--- config.mk ---
export PLATFORM = sky130hd
export DESIGN_NAME = reg_write_guard
export DESIGN_NICKNAME = d
export VERILOG_FILES = /design/src/rtl/reg_write_guard.sv
export SDC_FILE = /design/constraint.sdc
export NUM_CORES = 1
export LEC_CHECK = 0
export BUFFER_PORTS_ARGS = -buffer_cell sky130_fd_sc_hd__buf_4
export CORE_UTILIZATION = 25
export CTS_CLUSTER_SIZE = 30
export DETAILED_ROUTE_END_ITERATION = 6
export GPL_ROUTABILITY_DRIVEN = 0
export SYNTH_ARGS = -nofsm -noshare
export SYNTH_HDL_FRONTEND = slang
export SYNTH_SLANG_ARGS = --single-unit
export TNS_END_PERCENT = 50
--- constraint.sdc ---
create_clock -name clk -period 2.45 [get_ports clk]
set_input_delay 0 -clock clk [delete_from_list [all_inputs] [get_ports clk]]
set_output_delay 0 -clock clk [all_outputs]
set_load 0.1 [all_outputs]
--- src/rtl/reg_write_guard.sv ---
module reg_write_guard #(
  parameter int ADDR_W    = 10,
  parameter int DATA_W    = 32,
  parameter int KEY1_WORD = 0,
  parameter int KEY2_WORD = 31,
  parameter logic [DATA_W-1:0] OPEN_CODE = 32'hC0DEFA73,
  parameter logic [DATA_W-1:0] ARM_CODE  = 32'hC0DE1248
) (
  input  logic              clk,
  input  logic              rst_n,
  input  logic              wr_en,
  input  logic              rd_en,
  input  logic [ADDR_W-1:0] addr,
  input  logic [DATA_W-1:0] wr_data,
  output logic              locked,
  output logic              wr_allow,
  output logic              wr_deny,
  output logic [DATA_W-1:0] rd_data
);

  localparam logic [ADDR_W-1:0] K1_ADDR = ADDR_W'(KEY1_WORD);
  localparam logic [ADDR_W-1:0] K2_ADDR = ADDR_W'(KEY2_WORD);

  logic              lock_q;
  logic [DATA_W-1:0] arm_q;

  wire hit_k1   = (addr == K1_ADDR);
  wire hit_k2   = (addr == K2_ADDR);
  wire hit_lock = hit_k1 | hit_k2;
  wire release_ok = lock_q && wr_en && hit_k1 && (wr_data == OPEN_CODE) && (arm_q == ARM_CODE);

  always_ff @(posedge clk) begin
    if (!rst_n) begin
      lock_q <= 1'b0;
      arm_q  <= '0;
    end else if (wr_en && hit_lock) begin
      if (!lock_q) begin
        lock_q <= 1'b1;
        arm_q  <= '0;
      end else if (hit_k2) begin
        arm_q <= wr_data;
      end else if (release_ok) begin
        lock_q <= 1'b0;
        arm_q  <= '0;
      end
    end
  end

  assign locked   = lock_q;
  assign wr_allow = wr_en & ~hit_lock & ~lock_q;
  assign wr_deny  = wr_en & ~hit_lock &  lock_q;
  assign rd_data  = (rd_en && hit_k1) ? DATA_W'(lock_q) : '0;

  a_r2_lock_engages: assert property (@(posedge clk) disable iff (!rst_n)
    (!locked && wr_en && hit_lock) |=> locked);

  a_r6_release: assert property (@(posedge clk) disable iff (!rst_n)
    release_ok |=> (!locked && arm_q == '0));

  a_r7_stays_locked: assert property (@(posedge clk) disable iff (!rst_n)
    (locked && !release_ok) |=> locked);

  a_r5_arm_stored: assert property (@(posedge clk) disable iff (!rst_n)
    (locked && wr_en && hit_k2) |=> (arm_q == $past(wr_data)));

  a_r4_deny_needs_lock: assert property (@(posedge clk) disable iff (!rst_n)
    wr_deny |-> (locked && !wr_allow));

  a_r9_lock_words_silent: assert property (@(posedge clk) disable iff (!rst_n)
    (wr_en && hit_lock) |-> (!wr_allow && !wr_deny));

  a_r8_read_idle_zero: assert property (@(posedge clk) disable iff (!rst_n)
    (!rd_en || hit_k2) |-> (rd_data == '0));

  a_r3_allow_unlocked: assert property (@(posedge clk) disable iff (!rst_n)
    wr_allow |-> (!locked && wr_en));

endmodule

==> impl.org <==
** Clock network
- The tree built by TritonCTS fans out to 33 sinks.
- CTS tree :: done
- Setup Buffers After CTS :: 0
- The clock tree synthesis step divided the H-tree into 2 levels.
- Clock buffers created by TritonCTS :: 5
- The later pin in the worst-skew pair is clocked with a latency of around 0.28 ns.
- Clock-pin slew was measured on the worst setup and hold paths at 0.07 ns.
- Max clock buf depth :: 2
- CTS root buffer :: sky130_fd_sc_hd__clkbuf_8

** Synthesis
- Async set-reset flop share out of synthesis :: 0%
- The mapped netlist covers 0.001844 sq mm.
- Yosys printed 0 warnings.
- Counting distinct cell types in the post-synthesis netlist gives 34.
- The biggest area contributor in the post-synthesis netlist is sky130_fd_sc_hd__dfxtp_1.
- Area contributors post-synth :: sky130_fd_sc_hd__dfxtp_1 36%, sky130_fd_sc_hd__buf_4 14%, sky130_fd_sc_hd__nand4_1 12%
- List of most frequent post-synthesis cells :: 37 x sky130_fd_sc_hd__nand2_1, 36 x sky130_fd_sc_hd__nand4_1, 35 x sky130_fd_sc_hd__buf_4
- After synthesis, flip-flops and latches occupy a little over a third of the total area.
- Yosys mapped a number of flops with a built-in enable equal to 0.
- In this run, synthesis produced a sequential element count of 33.
- Number of cells produced by synthesis :: 225
- Share of the synthesized area in the top cell type :: a little over a third
- Dominant cell by count in the synthesized netlist :: sky130_fd_sc_hd__nand2_1
- The average instance in the mapped netlist occupies between 8 and 9 sq um.
- Among all flip-flop cells after synthesis, the most frequent one is sky130_fd_sc_hd__dfxtp_1.

** Timing
- Across all setup checks in the final design, the least slack found is approximately 0.42 ns.
- Measured against its own limit, the worst slew margin works out to roughly 59%.
- RSZ-0062 raised after global routing :: false
- The tightest hold path in the finished design has a slack of -0.003136 ns.
- Final critical path time including I/O delays and setup :: about 2 ns
- Final worst path period share :: ~83%
- Setup violations remaining at the end of the flow were counted as 0.
- Final hold vios :: 2
- The total count of max-transition violations in the final report was 0.
- Tightest Pin Transition :: between 0.6 and 0.7 ns
- Setup total negative slack on the finished layout was measured at 0 ns.
- Upper clock frequency limit :: about 490 MHz
- The clock arrives with slightly below 0.005 ns of skew.

** Detailed routing
- For this block, the initial DRC count from the detailed router was 146.
- In the routed design, unresolved DRC markers number 0.
- The routed layout has approximately 1700 vias.
- For this run, the detailed router's first-pass iteration total came to 4.
- Routed length per instance :: 11.64 um
- Via-per-instance ratio :: roughly 4.5
- In this run the remaining antenna-violating nets after routing total 0.
- Final wirelength :: about 4.6 mm

** Flow run
- Max capacitance violation total :: 0

** Power and ir drop
- Of the total power, the share spent switching nets is about a third.
- NetSw :: about 0.46 mW
- Total power consumption of the routed design :: roughly 1.3 mW
- Internal power consumption :: 0.8714 mW
- The analysis attributes to cell leakage a power of between 1 and 1.5 nW.
- Across the VDD grid, the largest voltage drop is approximately 0.18 mV.
- Ratio of total power to cell area :: around 520 mW/mm^2
- Combinational logic burns between 20% and 30% of the power.
- The share of total power dissipated in sequential elements is between 40 and 50%.
- Per report_power, the clock group accounts for about a third of the total.

** Setup path
- Crit path kind :: input pin to flop
- Slowest stage delay, CP :: ~0.53 ns
- Slowest CP cell :: sky130_fd_sc_hd__dlygate4sd3_1
- The most numerous cell type found on the critical path is sky130_fd_sc_hd__buf_4.
- Family with the most delay on the worst path :: buffers and inverters
- Terminus of the critical flop-to-flop path :: arm_q[3]
- Kind of capture point of the worst setup path :: flop
- Measured in cells, the most critical reg-to-reg path has a length of 6.
- In this run the register-to-register setup slack is around 0.5 ns.
- Buffers plus inverters on the worst setup path :: 3
- Data arrival at the endpoint of the critical path :: ~2.2 ns
- The startpoint identified for the worst register-to-register timing path is arm_q[5].
- Cell-by-cell listing of the critical path :: dlygate4sd3_1 -> buf_4 -> or4b_4 -> nor4_2 -> nand4_1 -> o31ai_4 -> buf_4 -> o21ai_0
- Critical path startpoint category :: input pin
- Number of logic stages on the critical path including buffering :: 8
- The most critical setup path has its startpoint at wr_data[26].
- At the worst endpoint, the required time is about 2.6 ns.
- Maximum net fanout on the critical path :: 12
- CP endpoint :: arm_q[3]

** GRT
- Via count of the first global-routing pass :: about 1500
- The initial antenna violation count is 0.
- Congestion Overflow GR :: 0
- Maximum number of pins on one net before global-route repair :: 66
- Wire length of the first global-routing pass :: ~7.2 mm
- In the global route stage, overall resource usage came out at between 10% and 20%.

** Die
- The total area inside the core boundary comes to just under 0.007 sq mm.
- The floorplan step set the die height to roughly 88 um.
- During I/O placement, the number of pins put on the boundary was 81.
- The die is between 80 and 90 um wide.
- Initial core utilization :: a little over a quarter
- The die covers slightly below 0.008 sq mm.
- After floorplanning, the core was divided into 30 placement rows.

** Hold path
- The worst hold path belongs to the class input pin to flop.

** Layout
- For this run, the post-layout net count is 340.
- The repair_antennas step left the layout with diodes totalling 0.
- Of the cells placed in the final design, the portion with a size suffix greater than 1 is a little over a quarter.
- The finished layout holds roughly 390 standard cells, fillers aside.
- Final core area utilization :: a little over a third
- From synthesis to final layout, the design area changed by 37.79%.
- Post-route cell area :: about 0.0025 sq mm

** Place
- Minimum setup slack after placement :: between 0.4 and 0.5 ns
- Once detailed placement completed, the half-perimeter wirelength came to roughly 3.3 mm.
- Placed Cells incl. Taps :: ~360
- After detailed placement, the total cell area comes to approximately 0.0022 sq mm.
- Number of port buffers :: 49

** Run status
- Run status :: complete, but fails checks
- Failing checks :: hold timing
tightest hold or removal path: cells and delay by family:
family	cells	cell delay [ns]
AO/OA/AOI/OAI	1	0.08
buffers and inverters	1	0.09
AND/OR/NAND/NOR	1	0.07
state kept, by name, summed over array words and instances (netlist names):
register	count
locked	1
arm_q	32
placed cells by master (no fill, tap or decap), drive strengths merged, types with 3 or more instances in the layout:
cell         count
buf             53
clkbuf           7
conb            31
dfxtp           33
dlygate4sd3     28
nand2           37
nand4           36
nor2             6
nor4             3
nor4bb           4
o21ai           33
or4              3
cell families after synthesis:
group / Yosys count / share of synthesized area (%)
DFF: 33 / 35.82
and+or+nand+nor: 102 / 31.55
other: 1 / 0.2033
buffers and inverters: 51 / 18.32
AOI/OAI and AO/OA: 38 / 14.11
power groups by stage:
stage | Sequential, mW | Clock (mW) | Combinational [mW]
6_report | 0.536 | 0.451 | 0.342
5_1_grt | 0.536 | 0.489 | 0.357
4_1_cts | 0.536 | 0.462 | 0.340
3_5_place_dp | 0.548 | 0 | 0.305
3_3_place_gp | 0.548 | 0 | 0.305
2_1_floorplan | 0.549 | 0 | 0.274
layer usage:
layer / up-vias / wire length [um] / GRT usage, %
met2: 58 / 2238 / 19.45
met1: 786 / 2023 / 15.50
li1: 894 / - / -
met4: 0 / 45 / 3.577
met3: 6 / 245 / 3.110
met5: - / 0 / 0
what timing repair did:
action,in CTS,in global routing
endpoints found under the hold margin,27,1
gates resized for setup,0,0
hold buffers,27,1
final cells by class:
class | count | area [sq um]
Multi-Input combinational cell | 171 | 960.9
Tap cell | 96 | 120.1
Sequential cell | 33 | 660.6
Inverter | 2 | 7.507
Clock inverter | 1 | 5.005
Fill cell | 730 | 4403
Timing Repair Buffer | 81 | 690.7
Clock buffer | 7 | 96.34
worst min-delay path by stage:
stage,from,to,slack [ns],cells after the start
2_1_floorplan,wr_data[27],arm_q[27],0.14,2
4_1_cts,wr_data[19],arm_q[19],0.0009,3
5_1_grt,wr_data[10],arm_q[10],0.01,3
6_report,wr_data[10],arm_q[10],-0.003,3
3_5_place_dp,wr_data[28],arm_q[28],0.25,3
3_3_place_gp,wr_data[28],arm_q[28],0.23,3
(Power assumes the default switching activity.)
